## src/rtl/minibank_pkg.sv

```systemverilog
package minibank_pkg;
  typedef enum logic {
    WIN_FIXED  = 1'b0,
    WIN_SWITCH = 1'b1
  } window_e;

  function automatic window_e window_of(input logic sel_bit);
    return sel_bit ? WIN_SWITCH : WIN_FIXED;
  endfunction
endpackage

```

## src/rtl/strobe_edge.sv

```systemverilog
module strobe_edge (
  input  logic clk,
  input  logic rst,
  input  logic wr_n_i,
  output logic fire_o
);
  logic wr_n_q;

  always_ff @(posedge clk) begin
    if (rst) wr_n_q <= 1'b1;
    else     wr_n_q <= wr_n_i;
  end

  // fires once, on the cycle the strobe returns high
  assign fire_o = !wr_n_q && wr_n_i;
endmodule

```

## src/rtl/bank_latch.sv

```systemverilog
module bank_latch #(
  parameter int BANK_W     = 4,
  parameter int RESET_BANK = 1
) (
  input  logic              clk,
  input  logic              rst,
  input  logic              fire_i,
  input  logic              bus_hi_i,
  input  logic [BANK_W-1:0] data_i,
  output logic [BANK_W-1:0] bank_o
);
  localparam logic [BANK_W-1:0] BANK_INIT = BANK_W'(RESET_BANK);

  logic [BANK_W-1:0] bank_q;

  always_ff @(posedge clk) begin
    if (rst)                     bank_q <= BANK_INIT;
    else if (fire_i && !bus_hi_i) bank_q <= data_i;
  end

  assign bank_o = bank_q;

  // only the low data bits land in the register
  assert_capture_R4: assert property (@(posedge clk) disable iff (rst)
    (fire_i && !bus_hi_i) |=> (bank_q == $past(data_i)));

  assert_upper_write_ignored_R6: assert property (@(posedge clk) disable iff (rst)
    (fire_i && bus_hi_i) |=> $stable(bank_q));

  assert_hold_without_strobe_R8: assert property (@(posedge clk) disable iff (rst)
    !fire_i |=> $stable(bank_q));
endmodule

```

## src/rtl/rom_addr_mux.sv

```systemverilog
module rom_addr_mux
  import minibank_pkg::*;
#(
  parameter int BANK_W   = 4,
  parameter int OFFSET_W = 14
) (
  input  logic                       clk,
  input  logic                       rst,
  input  logic                       win_bit_i,
  input  logic [OFFSET_W-1:0]        offset_i,
  input  logic [BANK_W-1:0]          bank_i,
  output logic [BANK_W+OFFSET_W-1:0] rom_addr_o
);
  localparam int ROM_AW = BANK_W + OFFSET_W;

  window_e           win;
  logic [BANK_W-1:0] bank_gated;
  logic [ROM_AW-1:0] rom_addr_q;

  assign win = window_of(win_bit_i);

  for (genvar b = 0; b < BANK_W; b++) begin : g_gate
    assign bank_gated[b] = bank_i[b] && (win == WIN_SWITCH);
  end

  always_ff @(posedge clk) begin
    if (rst) rom_addr_q <= '0;
    else     rom_addr_q <= {bank_gated, offset_i};
  end

  assign rom_addr_o = rom_addr_q;

  assert_fixed_window_zero_R2: assert property (@(posedge clk) disable iff (rst)
    !$past(win_bit_i) |-> (rom_addr_q[ROM_AW-1:OFFSET_W] == '0));

  assert_switch_window_bank_R3: assert property (@(posedge clk) disable iff (rst)
    ($past(!rst) && $past(win_bit_i)) |-> (rom_addr_q[ROM_AW-1:OFFSET_W] == $past(bank_i)));

  assert_offset_through_R9: assert property (@(posedge clk) disable iff (rst)
    $past(!rst) |-> (rom_addr_q[OFFSET_W-1:0] == $past(offset_i)));
endmodule

```

## src/rtl/minibank_mapper.sv

```systemverilog
module minibank_mapper #(
  parameter int BANK_W     = 4,
  parameter int OFFSET_W   = 14,
  parameter int DATA_W     = 8,
  parameter int RESET_BANK = 1,
  localparam int ADDR_W    = OFFSET_W + 2,
  localparam int ROM_AW    = BANK_W + OFFSET_W
) (
  input  logic              clk,
  input  logic              rst,
  input  logic [ADDR_W-1:0] cpu_addr_i,
  input  logic              cpu_wr_n_i,
  input  logic [DATA_W-1:0] cpu_data_i,
  output logic [ROM_AW-1:0] rom_addr_o
);
  localparam int WIN_BIT = OFFSET_W;
  localparam int BUS_BIT = OFFSET_W + 1;

  logic              fire;
  logic [BANK_W-1:0] bank;
  logic              unused_data_hi;

  // upper data bits are not wired into the register
  assign unused_data_hi = ^cpu_data_i[DATA_W-1:BANK_W];

  strobe_edge u_edge (
    .clk    (clk),
    .rst    (rst),
    .wr_n_i (cpu_wr_n_i),
    .fire_o (fire)
  );

  bank_latch #(
    .BANK_W     (BANK_W),
    .RESET_BANK (RESET_BANK)
  ) u_bank (
    .clk      (clk),
    .rst      (rst),
    .fire_i   (fire),
    .bus_hi_i (cpu_addr_i[BUS_BIT]),
    .data_i   (cpu_data_i[BANK_W-1:0]),
    .bank_o   (bank)
  );

  rom_addr_mux #(
    .BANK_W   (BANK_W),
    .OFFSET_W (OFFSET_W)
  ) u_mux (
    .clk        (clk),
    .rst        (rst),
    .win_bit_i  (cpu_addr_i[WIN_BIT]),
    .offset_i   (cpu_addr_i[OFFSET_W-1:0]),
    .bank_i     (bank),
    .rom_addr_o (rom_addr_o)
  );
endmodule

```

## config.mk

```make
export PLATFORM = sky130hd
export DESIGN_NAME = minibank_mapper
export DESIGN_NICKNAME = d
export VERILOG_FILES = /design/src/rtl/minibank_pkg.sv /design/src/rtl/strobe_edge.sv /design/src/rtl/bank_latch.sv /design/src/rtl/rom_addr_mux.sv /design/src/rtl/minibank_mapper.sv
export SDC_FILE = /design/constraint.sdc
export NUM_CORES = 1
export LEC_CHECK = 0
export BUFFER_PORTS_ARGS = -buffer_cell sky130_fd_sc_hd__buf_2
export CAP_MARGIN = 5
export CORE_AREA = 4 4 54 56
export DETAILED_ROUTE_END_ITERATION = 8
export DIE_AREA = 0 0 58 60
export PLACE_DENSITY = 0.69
export SLEW_MARGIN = 20
export SYNTH_ARGS = -nofsm -noshare
export SYNTH_HDL_FRONTEND = slang
export SYNTH_SLANG_ARGS = --single-unit
```

## constraint.sdc

```tcl
create_clock -name clk -period 0.9 [get_ports clk]
set_input_delay 0.18 -clock clk [delete_from_list [all_inputs] [get_ports clk]]
set_output_delay 0.18 -clock clk [all_outputs]
set_load 0.005 [all_outputs]
```

* Word-level counts from Yosys, hierarchy flattened
Index checks and enable logic that the tools add are counted.
W data, S select, Z words.
** Word-level totals
- Memory bits (read-only) :: 0
- RAM bits :: 0
- Latch bits :: 0
- Memories :: 0
- Bits in registers :: 23
- Output and inout port bits :: 18
- Bits of input ports :: 27
** Cells by class
- Bitwise logic cells :: 0
- Add/sub/neg operators :: 0
- Div/mod/pow operators :: 0
- Reduce and logical (&&, ||, !) cells :: 8
- Shift operators :: 0
- Mux-type cells :: 1
- Multipliers :: 0
- Equal/unequal tests :: 0
- Order comparisons :: 0
** Operator list (count)
- $logic_and A1 B1 Y1 :: 6
- $logic_not A1 Y1 :: 2
- $mux W1 :: 1

* Logic depth before layout (Yosys ltp)
- Depth after elaboration :: 3
- Gate-level depth with buffers :: 3
- Depth with buffers taken out :: 2

* Hierarchy
From an unflattened synthesis, not the netlist that was laid out.
** Unflattened totals
- Cell total of the unflattened synthesis :: 57
- Area total of the unflattened synthesis :: 720.7 um^2
** Modules (own cells, without submodules)
- rom_addr_mux :: area an instance 509.2 um^2, times used 1, cells each 37
- bank_latch :: area an instance 178.9 um^2, times used 1, cells each 17
- strobe_edge :: area an instance 32.5 um^2, times used 1, cells each 3

* Worst setup path after synthesis
No wires, ideal clock.
- Path kind :: flip-flop to flip-flop
- Start :: register u_edge.wr_n_q
- End :: register u_bank.bank_q[0], in the netlist u_bank.bank_o[0]
- Data arrival time :: 0.766 ns
- Clock period less this slack :: 0.838 ns
- Required time :: 0.828 ns
- Buffers on the path :: 0
- Cell stages (with the launch flop) :: 3
- Slack :: 0.062 ns
- Path through :: dfxtp_1 nor3b_4 mux2i_1
** Between the ends
- Cells in the longest elaborated chain, start to end :: 3
** RTL lines
- from (decl) :: RTL line strobe_edge.sv:7 : logic wr_n_q;
- from (signal assigned) :: RTL line strobe_edge.sv:11 : else wr_n_q <= wr_n_i;
- $logic_not A1 Y1 :: RTL line strobe_edge.sv:15 : assign fire_o = !wr_n_q && wr_n_i;
- $logic_and A1 B1 Y1 :: RTL line strobe_edge.sv:15
- $logic_and A1 B1 Y1 :: RTL line bank_latch.sv:18 : else if (fire_i && !bus_hi_i) bank_q <= data_i;
- to (signal assigned) :: RTL line bank_latch.sv:18
- to (decl) :: RTL line bank_latch.sv:14 : logic [BANK_W-1:0] bank_q;
Every way passes these cells.
A chain may end at the register's enable or synchronous reset.

* Final worst setup path
- Start :: register u_edge.wr_n_q
- End :: register u_bank.bank_q[3], in the netlist u_bank.bank_o[3]
Same word-level chain as after synthesis.

==> out/qor.txt <==
Status: finished with violations
Failing checks: negative setup slack
Post-Route WL: 1.36 mm
Final Hold Viols: 0
Fin cells: 132
Worst Hold Class: in -> reg
Most common cell after layout, fill and taps aside: buf_2
Top Usage Layer GRT: met2
Die area: 3480 um^2
I/O Pins: 45
Cells after DPL: 128
Area of placed instances: 942 um^2
Largest net degree at the start of global routing: 15
CTS Buf Count: 3
Antenna Cells: 0
Core Area: 2430 um^2
Leakage: 0.472 nW
CP max FO: 4
Ys Warns: 0
Fin worst setup slack: -0.0485 ns
Post-synthesis to final-layout area growth: 44.4%
Final TNS setup: -0.252 ns
GRT Overall Usage: 8.56%
Hold Buf Count CTS: 0
Synth Area per Inst: 12.1 um^2
Fin. max-slew vios: 0
TritonCTS clock tree: yes
Fillcell total: 252
Power Density: 1660 nW/um^2
Vias in the first global route: 534
Via count: 529
Initial DRT Pass Iterations: 3
Die height: 60 um
CP Data Required Time: 1.13 ns
CTS H-tree depth: 1
RSZ-0062 raised after global routing: yes
Sequential-to-total area share from yosys stat: 65.8%
CP endpoint kind: flop
GRT overflow: 0
Post-synthesis cell area: 699 um^2
Startpoint Class: flop
Port Buf Inserts: 40
Cells after synthesis: 58
Layout cells sized above 1: 53.9%
Minimum clock period: 0.948 ns
CP Cell Sequence: nor3b_4 -> mux2i_1
Crit path max-delay cell type: dfxtp_2
Site Rows: 18
Max Freq: 1050 MHz
Seq cells post-synth: 23
GR Util met1: 9.08%
Final Setup Violations: 17
Max Cap Violations: 0
Relative slew slack: 78.4%
Grt met3 use: 2.38%
Netlist cell types: 9
Reg clk slew, reported paths: 0.12 ns
Arr. time, crit path: 1.18 ns
Worst slack at placement: -0.0511 ns
Design area: 1010 um^2
M2 GR Usage: 15.2%
Number of nets in the layout: 130
Initial detailed-routing violation count: 7
WL/cell: 10.3 um
Most frequent cells in the layout: 35 x buf_2, 15 x nor2b_1, 15 x dfxtp_1
Worst clock skew: 0.00582 ns
Initial antenna violation count: 0
Final core occ: 41.5%
First-pass GRT wire length: 2.22 mm
Syn_nets: 85
Crit Path Class: reg -> reg
Routed Antenna Nets: 0
Clock sinks: 23
Vias per cell: 4.01
Crit-path max cell delay: 0.34 ns
Root Buffer: clkbuf_4
Die W: 58 um
Setup bufs post-CTS: 0
Max IR drop VDD: 0.898 mV
Flop2flop setup slack: -0.05 ns
Clock Latency Late Sink: 0.30 ns
Final period util: 105%
DRC: 0
Worst Tran Pin Value: 0.323 ns
Gpl congestion: 0.689
CTS max path bufs: 2
Starting density of the core: 28.8%
## through the flow
stage	hold WS, ns	power, mW
floorplan	0.284	1.16
global placement	0.385	1.25
detailed placement	0.390	1.25
CTS	0.0649	1.71
global route	0.0707	1.77
finish	0.0735	1.68
## flip-flops by register name, indices dropped and copies added (netlist names)
signal and flops:
u_edge.wr_n_q 1, u_mux.rom_addr_o 18, u_bank.bank_o 4
## area by class of cell
cell class / count / area (um^2) / share of cell area [%]
clock buffers: 4 / 26.3 / 2.60
multi-input cells: 33 / 229 / 22.7
flip-flops and latches: 23 / 470 / 46.6
well taps: 30 / 37.5 / 3.72
repair buffers: 42 / 246 / 24.4
## cell usage after synthesis
cell | count | share of area (%)
dfxtp_1 | 23 | 66
nor2b_1 | 15 | 13
nand2b_1 | 6 | 5.4
and2_1 | 4 | 3.6
mux2i_1 | 4 | 5.7
buf_2 | 2 | 1.4
nor2_1 | 2 | 1.1
nor3b_4 | 1 | 2.7
or2_2 | 1 | 0.90
## cells by family (layout without fill, tap and decap cells)
family                 Yosys count  after routing  share of synthesized area [%]
buffers and inverters            2             46                           1.43
and+or+nand+nor                 29             29                           27.0
muxes                            4              4                           5.72
DFF                             23             23                           65.8
## worst max-delay path: cells and delay by family, from the launching register on
family | cells | cell delay (ns)
multiplexers | 1 | 0.23
flip-flops | 1 | 0.34
AND/OR/NAND/NOR | 1 | 0.31
## metal layers
metal	vias up	wire length, um
met5	-	0
met4	0	10
met3	2	167
met2	27	667
met1	231	510
li1	269	-
## timing repair
item	4_1_cts	5_1_grt
setup endpoints to repair	22	22
pin swaps	0	0
gates cloned	0	0
resized for setup	2	11
## report_power, final
| group | internal (mW) | leakage, nW | switching, mW |
|---|---|---|---|
| Clock | 0.172 | 0.0150 | 0.272 |
| Combinational | 0.100 | 0.265 | 0.0592 |
| Sequential | 1.06 | 0.192 | 0.0127 |
## worst paths after layout
check,depth (start not counted),endpoint,startpoint
setup / recovery,2,u_bank.bank_o[3],u_edge.wr_n_q
hold / removal,2,u_edge.wr_n_q,cpu_wr_n_i
setup reg to reg,2,u_bank.bank_o[3],u_edge.wr_n_q
hold reg to reg,1,u_mux.rom_addr_o[17],u_bank.bank_o[3]
No activity file was read; power rests on OpenSTA's default activity.
